--- config.mk ---
export PLATFORM = sky130hd
export DESIGN_NAME = rng_regfront
export DESIGN_NICKNAME = d
export VERILOG_FILES = /design/src/rtl/rng_front_pkg.sv /design/src/rtl/rng_bitsrc.sv /design/src/rtl/rng_packer.sv /design/src/rtl/rng_fifo.sv /design/src/rtl/rng_regfront.sv
export SDC_FILE = /design/constraint.sdc
export NUM_CORES = 1
export LEC_CHECK = 0
export BUFFER_PORTS_ARGS = -buffer_cell sky130_fd_sc_hd__buf_4
export CELL_PAD_IN_SITES_DETAIL_PLACEMENT = 1
export CELL_PAD_IN_SITES_GLOBAL_PLACEMENT = 1
export CORE_ASPECT_RATIO = 2
export CORE_MARGIN = 1.5
export CORE_UTILIZATION = 50
export DETAILED_ROUTE_END_ITERATION = 7
export PLACE_DENSITY = 0.86
export SETUP_SLACK_MARGIN = 0.05
export SYNTH_ARGS = -nofsm -noshare
export SYNTH_HDL_FRONTEND = slang
export SYNTH_HIERARCHICAL = 1
export SYNTH_SLANG_ARGS = --single-unit
--- constraint.sdc ---
create_clock -name clk -period 19.45 [get_ports clk]
set_clock_uncertainty 0.2 [all_clocks]
set_input_delay 2.9175 -clock clk [delete_from_list [all_inputs] [get_ports clk]]
set_output_delay 2.9175 -clock clk [all_outputs]
set_load 0.05 [all_outputs]
--- src/rtl/rng_front_pkg.sv ---
package rng_front_pkg;

  localparam int WORD_W = 32;

  localparam logic [7:0] A_CTRL     = 8'h00;
  localparam logic [7:0] A_CORE_RST = 8'h04;
  localparam logic [7:0] A_GEN_RST  = 8'h08;
  localparam logic [7:0] A_BITCNT   = 8'h0C;
  localparam logic [7:0] A_WARM     = 8'h10;
  localparam logic [7:0] A_ISTAT    = 8'h18;
  localparam logic [7:0] A_IEN      = 8'h1C;
  localparam logic [7:0] A_DATA     = 8'h20;
  localparam logic [7:0] A_LEVEL    = 8'h24;

  localparam int ST_TOTAL = 0;
  localparam int ST_LEVEL = 1;
  localparam int ST_HFAIL = 5;
  localparam int ST_WARM  = 17;
  localparam int ST_LOCK  = 31;

  localparam int EN_W    = 13;
  localparam int DIV_LSB = 13;
  localparam int DIV_W   = 8;

  localparam logic [WORD_W-1:0] LFSR_TAPS = 32'h04C1_1DB7;
  localparam logic [WORD_W-1:0] LFSR_SEED = 32'hACE1_2345;

  function automatic logic [WORD_W-1:0] lfsr_step(input logic [WORD_W-1:0] s);
    return {s[WORD_W-2:0], 1'b0} ^ (s[WORD_W-1] ? LFSR_TAPS : '0);
  endfunction

  function automatic logic [WORD_W-1:0] pack_bit(input logic [WORD_W-1:0] w, input logic b);
    return {w[WORD_W-2:0], b};
  endfunction

  function automatic logic [WORD_W-1:0] status_word(input logic lock, input logic warm,
                                                    input logic hfail, input logic lvl,
                                                    input logic total);
    logic [WORD_W-1:0] s;
    s = '0;
    s[ST_LOCK]  = lock;
    s[ST_WARM]  = warm;
    s[ST_HFAIL] = hfail;
    s[ST_LEVEL] = lvl;
    s[ST_TOTAL] = total;
    return s;
  endfunction

endpackage

--- src/rtl/rng_bitsrc.sv ---
module rng_bitsrc
  import rng_front_pkg::*;
#(
  parameter int DW = DIV_W
) (
  input  logic          clk,
  input  logic          rst_n,
  input  logic          hold,
  input  logic          run,
  input  logic [DW-1:0] div,
  output logic          tick,
  output logic          bit_o
);

  logic [WORD_W-1:0] lfsr_q;
  logic [DW-1:0]     dcnt_q;

  assign tick  = run && !hold && (dcnt_q == div);
  assign bit_o = lfsr_q[WORD_W-1];

  always_ff @(posedge clk or negedge rst_n) begin
    if (!rst_n) begin
      lfsr_q <= LFSR_SEED;
      dcnt_q <= '0;
    end else if (hold) begin
      lfsr_q <= LFSR_SEED;
      dcnt_q <= '0;
    end else if (!run) begin
      dcnt_q <= '0;
    end else if (dcnt_q == div) begin
      dcnt_q <= '0;
      lfsr_q <= lfsr_step(lfsr_q);
    end else begin
      dcnt_q <= dcnt_q + 1'b1;
    end
  end

  // after a sample the next one is at least div+1 clocks away (div>0 case: no back-to-back)
  a_r8_no_back_to_back: assert property (@(posedge clk) disable iff (!rst_n)
    (tick && div != '0 && $stable(div)) |=> !tick);

  // generator held at its seed during its soft reset
  a_r7_gen_hold: assert property (@(posedge clk) disable iff (!rst_n)
    hold |=> (lfsr_q == LFSR_SEED));

endmodule

--- src/rtl/rng_packer.sv ---
module rng_packer
  import rng_front_pkg::*;
#(
  parameter int CNT_W = 32
) (
  input  logic              clk,
  input  logic              rst_n,
  input  logic              clr_cnt,
  input  logic              clr_word,
  input  logic              tick,
  input  logic              bit_i,
  input  logic [CNT_W-1:0]  warm_thr,
  output logic [CNT_W-1:0]  total_cnt,
  output logic              warm_hit,
  output logic              start_hit,
  output logic              word_vld,
  output logic [WORD_W-1:0] word
);

  localparam int               NB_W    = $clog2(WORD_W);
  localparam logic [CNT_W-1:0] CNT_MAX = '1;
  localparam logic [CNT_W-1:0] START_N = CNT_W'(16);

  function automatic logic [CNT_W-1:0] sat_inc(input logic [CNT_W-1:0] c);
    return (c == CNT_MAX) ? c : c + 1'b1;
  endfunction

  logic [CNT_W-1:0]  cnt_q;
  logic [WORD_W-1:0] shreg_q;
  logic [NB_W-1:0]   nbits_q;
  logic              accept;

  assign total_cnt = cnt_q;
  assign accept    = tick && (cnt_q >= warm_thr);
  assign warm_hit  = tick && (warm_thr != '0) && (cnt_q != warm_thr) && (sat_inc(cnt_q) == warm_thr);
  assign start_hit = tick && (cnt_q == START_N);
  assign word_vld  = accept && (nbits_q == NB_W'(WORD_W - 1));
  assign word      = pack_bit(shreg_q, bit_i);

  always_ff @(posedge clk or negedge rst_n) begin
    if (!rst_n)          cnt_q <= '0;
    else if (clr_cnt)    cnt_q <= '0;
    else if (tick)       cnt_q <= sat_inc(cnt_q);
  end

  always_ff @(posedge clk or negedge rst_n) begin
    if (!rst_n) begin
      shreg_q <= '0;
      nbits_q <= '0;
    end else if (clr_word) begin
      shreg_q <= '0;
      nbits_q <= '0;
    end else if (accept) begin
      shreg_q <= word;
      nbits_q <= nbits_q + 1'b1;
    end
  end

  // count holds at all-ones
  a_r12_saturate: assert property (@(posedge clk) disable iff (!rst_n)
    (cnt_q == CNT_MAX && !clr_cnt) |=> (cnt_q == CNT_MAX));

  // bits below the warm-up threshold never enter the partial word
  a_r3_discard: assert property (@(posedge clk) disable iff (!rst_n)
    (cnt_q < warm_thr && !clr_word) |=> (nbits_q == $past(nbits_q)));

  // count moves by at most one per clock
  a_r2_count_step: assert property (@(posedge clk) disable iff (!rst_n)
    (!clr_cnt && !tick) |=> $stable(cnt_q));

endmodule

--- src/rtl/rng_fifo.sv ---
module rng_fifo
  import rng_front_pkg::*;
#(
  parameter int DEPTH = 16
) (
  input  logic              clk,
  input  logic              rst_n,
  input  logic              flush,
  input  logic              push,
  input  logic [WORD_W-1:0] din,
  input  logic              pop,
  output logic [WORD_W-1:0] dout,
  output logic [$clog2(DEPTH+1)-1:0] level
);

  localparam int PW = (DEPTH > 1) ? $clog2(DEPTH) : 1;
  localparam int LW = $clog2(DEPTH + 1);

  logic [WORD_W-1:0] mem_q [DEPTH];
  logic [PW-1:0]     wr_q, rd_q;
  logic [LW-1:0]     lvl_q;
  logic              full, empty, do_push, do_pop;

  function automatic logic [PW-1:0] ptr_inc(input logic [PW-1:0] p);
    return (p == PW'(DEPTH - 1)) ? '0 : p + 1'b1;
  endfunction

  assign full    = (lvl_q == LW'(DEPTH));
  assign empty   = (lvl_q == '0);
  assign do_push = push && !full;
  assign do_pop  = pop && !empty;
  assign dout    = empty ? '0 : mem_q[rd_q];
  assign level   = lvl_q;

  always_ff @(posedge clk) begin
    if (do_push && !flush) mem_q[wr_q] <= din;
  end

  always_ff @(posedge clk or negedge rst_n) begin
    if (!rst_n) begin
      wr_q  <= '0;
      rd_q  <= '0;
      lvl_q <= '0;
    end else if (flush) begin
      wr_q  <= '0;
      rd_q  <= '0;
      lvl_q <= '0;
    end else begin
      if (do_push) wr_q <= ptr_inc(wr_q);
      if (do_pop)  rd_q <= ptr_inc(rd_q);
      if (do_push && !do_pop)      lvl_q <= lvl_q + 1'b1;
      else if (do_pop && !do_push) lvl_q <= lvl_q - 1'b1;
    end
  end

  // never exceeds depth
  a_r5_bounded: assert property (@(posedge clk) disable iff (!rst_n)
    lvl_q <= LW'(DEPTH));

  // a push into a full FIFO is dropped
  a_r5_drop_when_full: assert property (@(posedge clk) disable iff (!rst_n)
    (full && push && !pop && !flush) |=> (lvl_q == LW'(DEPTH)));

  // a pop of an empty FIFO leaves it empty
  a_r4_empty_pop: assert property (@(posedge clk) disable iff (!rst_n)
    (empty && pop && !push && !flush) |=> (lvl_q == '0));

endmodule

--- src/rtl/rng_regfront.sv ---
module rng_regfront
  import rng_front_pkg::*;
#(
  parameter int CNT_W      = 32,
  parameter int FIFO_DEPTH = 16
) (
  input  logic        clk,
  input  logic        rst_n,
  input  logic        bus_wr,
  input  logic        bus_rd,
  input  logic [7:0]  bus_addr,
  input  logic [31:0] bus_wdata,
  output logic [31:0] bus_rdata,
  input  logic        health_fail,
  output logic        irq
);

  localparam int LW = $clog2(FIFO_DEPTH + 1);

  // registers
  logic [EN_W-1:0]  en_q;
  logic [DIV_W-1:0] div_q;
  logic             core_rst_q, gen_rst_q;
  logic [CNT_W-1:0] warm_thr_q;
  logic [31:0]      ien_q;
  logic [7:0]       lvl_thr_q;
  logic             st_total_q, st_warm_q, st_hfail_q, st_lock_q;

  // named internal events
  logic             run, tick, src_bit;
  logic             warm_hit, start_hit, word_vld;
  logic [WORD_W-1:0] word, fifo_dout;
  logic [CNT_W-1:0] total_cnt;
  logic [LW-1:0]    level;
  logic             level_live, pop_req;
  logic             wr_ctrl, wr_core, wr_gen, wr_warm, wr_stat, wr_ien, wr_lvl;
  logic [31:0]      stat;

  assign wr_ctrl = bus_wr && bus_addr == A_CTRL;
  assign wr_core = bus_wr && bus_addr == A_CORE_RST;
  assign wr_gen  = bus_wr && bus_addr == A_GEN_RST;
  assign wr_warm = bus_wr && bus_addr == A_WARM;
  assign wr_stat = bus_wr && bus_addr == A_ISTAT;
  assign wr_ien  = bus_wr && bus_addr == A_IEN;
  assign wr_lvl  = bus_wr && bus_addr == A_LEVEL;
  assign pop_req = bus_rd && bus_addr == A_DATA;

  assign run = (en_q != '0) && !core_rst_q && !st_lock_q;

  rng_bitsrc #(.DW(DIV_W)) u_src (
    .clk(clk), .rst_n(rst_n), .hold(gen_rst_q), .run(run),
    .div(div_q), .tick(tick), .bit_o(src_bit)
  );

  rng_packer #(.CNT_W(CNT_W)) u_pack (
    .clk(clk), .rst_n(rst_n), .clr_cnt(core_rst_q), .clr_word(core_rst_q || gen_rst_q),
    .tick(tick), .bit_i(src_bit), .warm_thr(warm_thr_q), .total_cnt(total_cnt),
    .warm_hit(warm_hit), .start_hit(start_hit), .word_vld(word_vld), .word(word)
  );

  rng_fifo #(.DEPTH(FIFO_DEPTH)) u_fifo (
    .clk(clk), .rst_n(rst_n), .flush(core_rst_q), .push(word_vld), .din(word),
    .pop(pop_req), .dout(fifo_dout), .level(level)
  );

  assign level_live = (lvl_thr_q != '0) && (8'(level) >= lvl_thr_q);
  assign stat       = status_word(st_lock_q, st_warm_q, st_hfail_q, level_live, st_total_q);
  assign irq        = |(stat & ien_q);

  // configuration registers
  always_ff @(posedge clk or negedge rst_n) begin
    if (!rst_n) begin
      en_q       <= '0;
      div_q      <= '0;
      core_rst_q <= 1'b0;
      gen_rst_q  <= 1'b0;
      warm_thr_q <= '0;
      ien_q      <= '0;
      lvl_thr_q  <= '0;
    end else begin
      if (wr_ctrl) begin
        en_q  <= bus_wdata[EN_W-1:0];
        div_q <= bus_wdata[DIV_LSB +: DIV_W];
      end
      if (wr_core) core_rst_q <= bus_wdata[0];
      if (wr_gen)  gen_rst_q  <= bus_wdata[0];
      if (wr_warm) warm_thr_q <= bus_wdata[CNT_W-1:0];
      if (wr_ien)  ien_q      <= bus_wdata;
      if (wr_lvl)  lvl_thr_q  <= bus_wdata[15:8];
    end
  end

  // sticky status, set wins over write-one-to-clear
  always_ff @(posedge clk or negedge rst_n) begin
    if (!rst_n) begin
      st_total_q <= 1'b0;
      st_warm_q  <= 1'b0;
      st_hfail_q <= 1'b0;
      st_lock_q  <= 1'b0;
    end else begin
      if (warm_hit)                           st_total_q <= 1'b1;
      else if (wr_stat && bus_wdata[ST_TOTAL]) st_total_q <= 1'b0;
      if (start_hit)                          st_warm_q  <= 1'b1;
      else if (wr_stat && bus_wdata[ST_WARM])  st_warm_q  <= 1'b0;
      if (health_fail)                        st_hfail_q <= 1'b1;
      else if (wr_stat && bus_wdata[ST_HFAIL]) st_hfail_q <= 1'b0;
      if (health_fail && st_hfail_q)          st_lock_q  <= 1'b1;
      else if (wr_stat && bus_wdata[ST_LOCK])  st_lock_q  <= 1'b0;
    end
  end

  always_comb begin
    bus_rdata = '0;
    unique case (bus_addr)
      A_CTRL:     bus_rdata = 32'({div_q, en_q});
      A_CORE_RST: bus_rdata = {31'b0, core_rst_q};
      A_GEN_RST:  bus_rdata = {31'b0, gen_rst_q};
      A_BITCNT:   bus_rdata = 32'(total_cnt);
      A_WARM:     bus_rdata = 32'(warm_thr_q);
      A_ISTAT:    bus_rdata = stat;
      A_IEN:      bus_rdata = ien_q;
      A_DATA:     bus_rdata = fifo_dout;
      A_LEVEL:    bus_rdata = {16'b0, lvl_thr_q, 8'(level)};
      default:    bus_rdata = '0;
    endcase
  end

  // lockout halts sampling
  a_r10_lock_halts: assert property (@(posedge clk) disable iff (!rst_n)
    (st_lock_q && !core_rst_q) |=> (total_cnt == $past(total_cnt)));

  // lockout is sticky until written with a one
  a_r10_lock_sticky: assert property (@(posedge clk) disable iff (!rst_n)
    (st_lock_q && !(wr_stat && bus_wdata[ST_LOCK])) |=> st_lock_q);

  // no sampling with the enable field clear
  a_r6_idle_when_off: assert property (@(posedge clk) disable iff (!rst_n)
    (en_q == '0) |-> !tick);

  // an interrupt needs some enabled bit
  a_r11_irq_needs_enable: assert property (@(posedge clk) disable iff (!rst_n)
    irq |-> (ien_q != '0));

  // core soft reset empties the FIFO
  a_r7_core_flush: assert property (@(posedge clk) disable iff (!rst_n)
    core_rst_q |=> (level == '0));

endmodule

---- After elaboration in Yosys (flattened, before gate mapping) ----
Memory sizes are Yosys's and may differ from the RTL's.
Cells that the tools add are included.
word-level totals
  memory bits (writable) .................. 512
  logic and storage cells ................. 138
  bits in read-only memories .............. 0
  memories ................................ 1
  bits in registers ....................... 220
  bits in latches ......................... 0
operators by class
  bitwise gates (word level) .............. 2
  $add $sub $neg .......................... 7
  reductions and logical operators ........ 55
  div/mod/pow operators ................... 0
  eq/ne operators ......................... 17
  multiplexer cells ....................... 35
  shift operators ......................... 0
  order comparisons ....................... 2
  multipliers ............................. 0
memory list
  name          words  width  rd ports  clocked after memory_dff  wr ports  line            source
  u_fifo.mem_q  16     32     1         0                         1         rng_fifo.sv:19  logic [WORD_W-1:0] mem_q [DEPTH];
operators by type and width
  operator               number
  $pmux 32 s9            1
  $mux 32                7
  $mux 31                2
  $add 32x1->32 const B  1
  $and 32x32->32         1
  $eq 32x32->1           1
  $eq 32x32->1 const B   1
  $eq 32x5->1 const B    1
  $ge 32x32->1           1
  $ne 32x32->1           1
  $reduce_bool 32->1     1
  $reduce_or 32->1       1
  $xor 32x32->32         1
  $logic_and 1x1->1      29
  $mux 27                1
  $mux 5                 5
  $eq 8x5->1 const B     3
  $mux 4                 6
  $mux 8                 3
  $reduce_bool 2->1      10
  $eq 8x4->1 const B     2
  $eq 8x6->1 const B     2
  $reduce_bool 13->1     1
  $add 5x1->5 const B    2
  16 further kinds       34

---- Depth between registers and ports, before layout ----
Gate-level depths: netlist (run 1).
  depth in word-level cells ............... 13
  gate-level depth with buffers ........... 20
  mapped depth without buffers ............ 17

---- Hierarchy ----
The synthesis (run 1) kept the hierarchy.
modules (own cells, without submodules)
  module        area an instance (µm²)  sequential area each (µm²)  times used  cells each
  rng_fifo      20444.6                 15700.1                     1           905
  rng_regfront  5446.5                  2477.4                      1           449
  rng_packer    5275.1                  1701.6                      1           608
  rng_bitsrc    1794.2                  1018.5                      1           140

---- Worst setup path before layout (run 1) ----
No wires, ideal clock.
  path kind ............................... input-to-output
  from .................................... input port bus_addr[3]
  to ...................................... output port bus_rdata[16]
  path slack .............................. 11614 ps
  cell stages on the path ................. 5
  required time ........................... 16333 ps
  arrival ................................. 4718 ps
  path buffers ............................ 3
  cell sequence ........................... buf_2 or4_1 buf_2 clkbuf_1 o22ai_1
between the ends
  longest elaborated chain between the ends .. 2
  elaborated cells on any way between the ends .. 10
  classes of those cells .................. eq/ne: 8; mux: 1; reduce/logical: 1
ends and longest elaborated chain
  element                             line                 source
  start, declared                     rng_regfront.sv:11   input logic [7:0] bus_addr,
  $eq 8x6->1 (tied with other cells)  rng_regfront.sv:114  unique case (bus_addr)
  $pmux 32 s9 (*)                     rng_regfront.sv:114
  end, declared                       rng_regfront.sv:13   output logic [31:0] bus_rdata,
Mark *: on every way between the ends. The rest lies on a longest branch, timed or not.

---- Worst setup path in the final report (run 1) ----
  from .................................... input port bus_addr[4]
  to ...................................... output port bus_rdata[12]
Same word-level chain as after synthesis.

==> metrics list, run 1 <==
- The Yosys step of the flow raised 6 warnings.
* Final setup violation count: 0
* Count of input and output buffers: 77
- The floorplan step defined a die boundary enclosing 67,600 sq um.
- Register area share after synthesis: 63.4%
- Number of nets still failing antenna checks after routing: 0
* Sequential Area: 20,900 sq um
- Post-layout net count: 2,262
- Initial Util: 50.4%
* Largest fanout on the critical path: 51
- Setup repair after global routing left no endpoint under its margin.
- Max Cap Violations: 0
* Setup tns final: 0 ns
- Avg Cell Area, Syn: 15.7 sq um
- Detailed Route WL: 99,300 um
* Initial antenna violation count: 0
* Number of cells in the design after placement: 2,973
* Iteration-0 DRC Markers: 2,262
* Peak Freq: 0.115 GHz
- After layout, the worst setup slack is 10.75 ns.
- Crit path capture type: output pin
* Combined global-route utilization of all metal layers: 30.1%
* Router iterations before antenna repair: 7
- After detailed placement, the total cell area comes to 34,400 sq um.
* Synth async-reset ratio: 30.1%
- Most frequent cells after synthesis: sky130_fd_sc_hd__edfxtp_1, sky130_fd_sc_hd__dfrtp_1, sky130_fd_sc_hd__nor2_1, sky130_fd_sc_hd__mux4_2, sky130_fd_sc_hd__mux2_2
- The tree is rooted in a sky130_fd_sc_hd__clkbuf_16.
- Placement row count: 133
- The most used flip-flop cell after synthesis is sky130_fd_sc_hd__edfxtp_1.
- The final critical path takes up 44.7% of the cycle.
* Required time at the worst-slack endpoint: 16.33 ns
* Path type of the worst min-delay path: reg -> reg
- Yosys instantiated no cell more often than sky130_fd_sc_hd__edfxtp_1.
- The layout has 6,089 filler cells.
- Number of CTS-inserted buffers: 67
* Number of standard cells after synthesis: 2,102
* Clock tree buffer depth: 3
- Leakage dissipation: 12.4 nW
- Number of global-route vias before repair: 21,844
* Die height: 366 um
* Number of hold buffers added after CTS: 0
- The region available for standard cell placement spans 65,400 sq um.
* Fraction of final layout cells with drive strength greater than 1: 24.7%
- Number of I/O pins: 78
* Synth top area share: 46.6%
- In this run the number of H-tree levels came out at 3.
* Total setup buffers inserted after CTS: 0
- After clock tree synthesis, the clock-pin slew on the worst setup and hold paths is 0.07 ns.
- The worst path needs 8.70 ns of the cycle, external delays included.
- Synthesis inferred 732 register bits.
- Area taken by multi-input logic gates: 11,300 sq um
* Number of resized instances in the post-cts repair step: 0
* CTS Sinks: 732
- Number of design rule violations left after detail routing: 0
- Remaining global-route overflow: 0
- The final-report hold violation count is 0.
* Average detailed-routed wire length per instance: 32.1 um
* Last weighted congestion value of the routability-driven placer: 0.948
- With fillers left out, the area of the finished cells amounts to 36,500 sq um.
- Worst slew margin relative to its limit: 12.1%
- After the flow finishes, the layout carries non-filler instances totaling 3,095.
- The number of pins exceeding their max-slew limit in the final report came to 0.
- At the placement stage, the worst setup path has a slack of 10.89 ns.
- HPWL reported at the end of detailed placement: 60,400 um
- Crit path DAT: 5.58 ns
* Peak ir drop on the vdd network: 0.0850 mV
- Entering global routing, the biggest net connects 85 pins.
- The repair_antennas step left the layout with diodes totalling 0.
- The final route contains 20,533 vias.
- Compared with the post-synthesis result, the final layout area differs by 10.8%.
* Via density per instance: 6.63
- First-pass GRT wire length: 147,000 um
- Startpoint type of the worst setup path: input port
* Pwr Density: 86.6 nW/um^2
- Counting distinct cell types in the post-synthesis netlist gives 87.
- The setup path with the least slack is of type in -> out.
- Die X-Extent: 185 um
- The cell area that synthesis handed to floorplanning was 33,000 sq um.
- TritonCTS built the clock tree.
* Later-pin clock latency in the skew report: 0.63 ns
- Post-synth EDFFs: 512
* Mapped Nets: 2,199
* Cell types with the largest area share after synthesis: sky130_fd_sc_hd__edfxtp_1, sky130_fd_sc_hd__dfrtp_1, sky130_fd_sc_hd__mux4_2
- Synth area leader: sky130_fd_sc_hd__edfxtp_1
* Measured slew at the worst slew-check pin: 1.32 ns
- Result of the run: finished, final reports clean
## cells in the final DEF, fill, tap and decap left out, types with 47 or more instances in the layout
master	instances
sky130_fd_sc_hd__inv_1	59
sky130_fd_sc_hd__xor2_1	52
sky130_fd_sc_hd__xnor2_1	50
sky130_fd_sc_hd__mux4_2	128
sky130_fd_sc_hd__mux2_2	115
sky130_fd_sc_hd__ha_1	51
sky130_fd_sc_hd__edfxtp_1	512
sky130_fd_sc_hd__nand2_1	54
sky130_fd_sc_hd__buf_4	118
sky130_fd_sc_hd__mux2i_1	75
sky130_fd_sc_hd__nor2_1	125
sky130_fd_sc_hd__a21oi_1	47
sky130_fd_sc_hd__dfrtp_1	202
sky130_fd_sc_hd__clkbuf_16	67
## flip-flops by register name (all words and copies together) (netlist names), 13 cells and up
register,flops
en_q,13
ien_q,32
u_fifo/mem_q,512
u_pack/shreg_q,31
u_pack/total_cnt,32
u_src/lfsr_q,32
warm_thr_q,32
## path summary, 6_finish.rpt
kind / start / endpoint / slack [ns] / cells past startpoint
min in group asynchronous: rst_n / u_pack/nbits_q[1] / 2.13 / 1
max reg2reg: en_q[7] / u_fifo/mem_q[12][28] / 13.17 / 14
max in group asynchronous: rst_n / ien_q[0] / 15.42 / 2
max: bus_addr[4] / bus_rdata[12] / 10.75 / 6
min: u_src/lfsr_q[8] / u_src/lfsr_q[9] / 0.28 / 2
min reg2reg: u_src/lfsr_q[8] / u_src/lfsr_q[9] / 0.28 / 2
## per-layer routing
metal | routed length, um | share of wire, % | vias up | GRT usage (%)
li1 | - | - | 8309 | -
met1 | 36600 | 37 | 10705 | 38.9
met2 | 48800 | 49 | 1232 | 48.8
met3 | 8420 | 8.5 | 287 | 4.95
met4 | 5520 | 5.6 | 0 | 15.6
met5 | 0 | 0 | - | 0
## area by class of cell
cell class	instances	share of cell area, %
multi-input combinational	1185	30.8
clock buffer	84	4.87
timing repair buffer	119	2.47
clock inverter	38	1.00
sequential	732	57.2
tap	877	3.00
inverter	60	0.616
## worst max-delay path, stage by stage
cell and delay (ns):
sky130_fd_sc_hd__buf_4 0.65, sky130_fd_sc_hd__clkinv_1 0.79, sky130_fd_sc_hd__a221oi_1 0.47, sky130_fd_sc_hd__nor3_1 0.11, sky130_fd_sc_hd__a221o_1 0.37, sky130_fd_sc_hd__buf_4 0.21
## report_power, final
part / internal (mW) / total (mW) / switching, mW
registers: 1.69 / 1.72 / 0.0318
logic: 0.0528 / 0.128 / 0.0753
clock network: 0.714 / 1.32 / 0.603
## kinds of logic after synthesis
family	synth area share, %
AO/OA/AOI/OAI	6.35
flip-flops	63.4
AND/OR/NAND/NOR	7.07
buffers and inverters	2.86
adder cells (fa/ha/maj)	2.00
XOR/XNOR	2.76
multiplexers	15.6
## per-stage QoR
step / util (%) / hold slack [ns] / power [mW]
after floorplan: - / 0.255 / 1.82
after global placement: 52.6 / 0.266 / 1.86
after detailed placement: 52.6 / 0.285 / 1.87
after CTS: 55.9 / 0.291 / 3.17
after global routing: 55.9 / 0.309 / 3.23
final: 55.9 / 0.283 / 3.16
(Power assumes the default switching activity.)
==> run 2, diff against run 1 <==
==> constraint.sdc (replaced) <==
create_clock -name clk -period 8.75 [get_ports clk]
set_clock_uncertainty 0.2 [all_clocks]
set_input_delay 1.3125 -clock clk [delete_from_list [all_inputs] [get_ports clk]]
set_output_delay 1.3125 -clock clk [all_outputs]
set_load 0.05 [all_outputs]
==> run 2 against run 1 <==
Effect of this change: worst hold slack improved by 0.0067 ns; utilization about the same; routed wire length about the same.
==> metrics list, run 2 (synthesized netlist as in run 1, its figures left out) <==
- The post-CTS setup buffer count was 0 (unchanged).
* Endpoints failing hold: 0 (unchanged)
* Total die area: 67,600 sq um (unchanged)
- Last weighted congestion value of the routability-driven placer: 0.947 (was 0.948)
* Number of design rule violations left after detail routing: 0 (unchanged)
- The via count of the first global-routing pass was 21,845 (was 21,844).
* Post-route minimum period: 6.47 ns
- The number of antenna violations at the first check in global routing was 1 (was 0).
- Core outline area: 65,400 sq um (unchanged)
- The required time of the worst setup path was 8.80 ns (was 16.33 ns).
- Largest fanout on the critical path: 50 (was 51)
- The final wirelength was 99,200 um (was 99,300 um).
- The total power after layout was 7.22 mW (was 3.16 mW).
* HPWL reported at the end of detailed placement: 61,300 um (was 60,400 um)
* Number of I/O pins: 78 (unchanged)
* Remaining global-route overflow: 0 (unchanged)
* Measured slew at the worst slew-check pin: 1.33 ns (was 1.32 ns)
- The number of pins exceeding their max-slew limit in the final report is 0 (unchanged).
- Most frequent standard cell in the layout excluding fill and tap cells: sky130_fd_sc_hd__edfxtp_1 (unchanged)
- The number of flip-flops under the largest register name was 512 (unchanged).
- Result of the run: finished, final reports clean (unchanged)
- The power density of the placed cells was 197 nW/um^2 (was 86.6 nW/um^2).
- The worst relative slew slack was 10.5% (was 12.1%).
- CTS tree: built (unchanged)
- The startpoint type of the worst setup path is a register (was input port).
* Origin of the critical flop-to-flop path: core_rst_q (was en_q[7])
* Number of nets still failing antenna checks after routing: 0 (unchanged)
* Average detailed-routed wire length per instance: 32.2 um (was 32.1 um)
- Final setup violation count: 0 (unchanged)
- Cell at the root of the clock tree: sky130_fd_sc_hd__clkbuf_16 (unchanged)
- The largest voltage drop on the vdd net was 0.220 mV (was 0.0850 mV).
* Post-route standard cell area excluding fillers: 36,600 sq um (was 36,500 sq um)
- Leakage dissipation: 12.4 nW (about the same)
- The multi-input combinational cell area was 11,300 sq um (unchanged).
- Register ranked first by flip-flop count: u_fifo/mem_q (unchanged)
* Path type of the worst min-delay path: reg -> reg (unchanged)
- Max Cap Violations: 0 (unchanged)
* CTS Sinks: 732 (unchanged)
- First-pass GRT wire length: 147,000 um (about the same)
* Number of resized instances in the post-cts repair step: 0 (unchanged)
- Pin count of the biggest net entering global routing: 102 (was 85)
- Class of the most critical setup path: reg -> reg (was in -> out)
- The length in cells of the worst reg-to-reg path came to 12 (was 14).
* Highest-count cells in the layout ignoring fill and taps: sky130_fd_sc_hd__edfxtp_1, sky130_fd_sc_hd__dfrtp_1, sky130_fd_sc_hd__mux4_2 (unchanged)
- Slack of the worst reg-to-reg path: 2.28 ns (was 13.17 ns)
- The storage element area is 20,900 sq um (unchanged).
- RSZ-0062 raised after global routing: no (unchanged).
* Via density per instance: 6.63 (about the same)
* Placement row count: 133 (unchanged)
- Die height: 366 um (unchanged)
* Fraction of final layout cells with drive strength greater than 1: 23.9% (was 24.7%)
- The critical path data arrival time was 6.52 ns (was 5.58 ns).
- Number of hold buffers added after CTS: 0 (unchanged)
* Post-layout net count: 2,245 (was 2,262)
* Cell depth of the worst hold path: 2 (unchanged)
* Clock tree buffer depth: 3 (unchanged)
- Endpoint of the worst setup timing path: u_fifo/mem_q[13][9] (was bus_rdata[12])
- Timing would allow up to 0.155 GHz.
- The total vias in the final route was 20,417 (was 20,533).
* Crit path capture type: register (was output pin)
* Combined global-route utilization of all metal layers: 30.0% (was 30.1%)
- Count of input and output buffers: 77 (unchanged)
- The maximum level of the CTS H-tree came to 3 (unchanged).
* Start point of the critical path: core_rst_q (was bus_addr[4])
- Post-DP Area: 34,300 sq um (was 34,400 sq um)
- Number of CTS-inserted buffers: 67 (unchanged)
* Worst-path clk slew: 0.07 ns (about the same)
- The horizontal die dimension was 185 um (unchanged).
- Iteration-0 DRC Markers: 2,473 (was 2,262)
* Setup tns final: 0 ns (unchanged)
- The capture instance of the worst register-to-register path is u_fifo/mem_q[13][9] (was u_fifo/mem_q[12][28]).
* Final period util: 74.0%
- Router iterations before antenna repair: 6 (was 7)
- The layout-stage area growth over the synthesis result came to 10.9% (was 10.8%).
- The final-layout fill cell count was 6,065 (was 6,089).
- Initial Util: 50.4% (unchanged)
* Later-pin clock latency in the skew report: 0.65 ns (was 0.63 ns)
## run 2: cell count changes in the layout (fill, tap and decap cells not counted), moves of 2 or more
cell and delta:
sky130_fd_sc_hd__inv_6 +2, sky130_fd_sc_hd__bufinv_16 +4, sky130_fd_sc_hd__clkinv_2 -10, sky130_fd_sc_hd__buf_4 -18, sky130_fd_sc_hd__clkbuf_8 +3, sky130_fd_sc_hd__clkbuf_1 +2, sky130_fd_sc_hd__clkinv_1 +3, sky130_fd_sc_hd__clkinvlp_4 -5
## run 2: how the worst min path moves through the flow
| stage | slack (ns) | start | to |
|---|---|---|---|
| 2_1_floorplan | 0.26 | u_src/lfsr_q[26] | u_src/lfsr_q[27] |
| 3_3_place_gp | 0.27 | u_src/lfsr_q[5] | u_src/lfsr_q[6] |
| 3_5_place_dp | 0.28 | u_src/lfsr_q[12] | u_src/lfsr_q[13] |
| 4_1_cts | 0.30 | u_src/lfsr_q[12] | u_src/lfsr_q[13] |
| 5_1_grt | 0.31 | u_src/lfsr_q[13] | u_src/lfsr_q[13] |
| 6_report | 0.29 | u_src/lfsr_q[12] | u_src/lfsr_q[13] |
## run 2: cell type report
| cell class | instances | area share [%] |
|---|---|---|
| Antenna cell | 1 | 0.00684 |
| Inverter | 60 | 0.616 |
| Timing Repair Buffer | 102 | 2.15 |
| Multi-Input combinational cell | 1185 | 30.8 |
| Clock inverter | 33 | 1.26 |
| Tap cell | 877 | 3.00 |
| Clock buffer | 89 | 5.00 |
| Sequential cell | 732 | 57.2 |
## run 2: per-stage QoR
| step | std cells | util (%) | hold slack [ns] | setup WS, ns |
|---|---|---|---|---|
| 2_1_floorplan | 2102 | - | 0.255 | 2.48 |
| 3_3_place_gp | 2956 | 52.4 | 0.270 | 2.87 |
| 5_1_grt | 3078 | 55.9 | 0.311 | 2.10 |
| 4_1_cts | 3078 | 55.9 | 0.298 | 2.43 |
| 6_report | 3079 | 55.9 | 0.290 | 2.28 |
| 3_5_place_dp | 2956 | 52.4 | 0.277 | 2.56 |
## run 2: per-layer routing
layer | vias up | track usage, % | wire length, um
li1 | 8280 | - | -
met2 | 1103 | 48.4 | 48800
met4 | 0 | 16.3 | 5820
met3 | 277 | 5.58 | 7650
met5 | - | 0 | 0
met1 | 10757 | 38.2 | 37000
## run 2: power breakdown
part / internal (mW) / switching (mW) / total, mW
Sequential: 3.75 / 0.0737 / 3.82
Combinational: 0.117 / 0.171 / 0.288
Clock: 1.74 / 1.37 / 3.11
## run 2: critical path: stages (launching register included)
cell	delay (ns)
sky130_fd_sc_hd__dfrtp_2	0.41
sky130_fd_sc_hd__buf_4	0.34
sky130_fd_sc_hd__a311oi_1	0.49
sky130_fd_sc_hd__inv_1	0.19
sky130_fd_sc_hd__nor4_4	0.28
sky130_fd_sc_hd__buf_4	0.47
sky130_fd_sc_hd__o31ai_4	0.15
sky130_fd_sc_hd__buf_4	0.34
sky130_fd_sc_hd__nor2_1	0.70
sky130_fd_sc_hd__inv_1	0.24
sky130_fd_sc_hd__a211oi_1	0.68
sky130_fd_sc_hd__nand2_1	0.43
sky130_fd_sc_hd__nor2_4	1.06
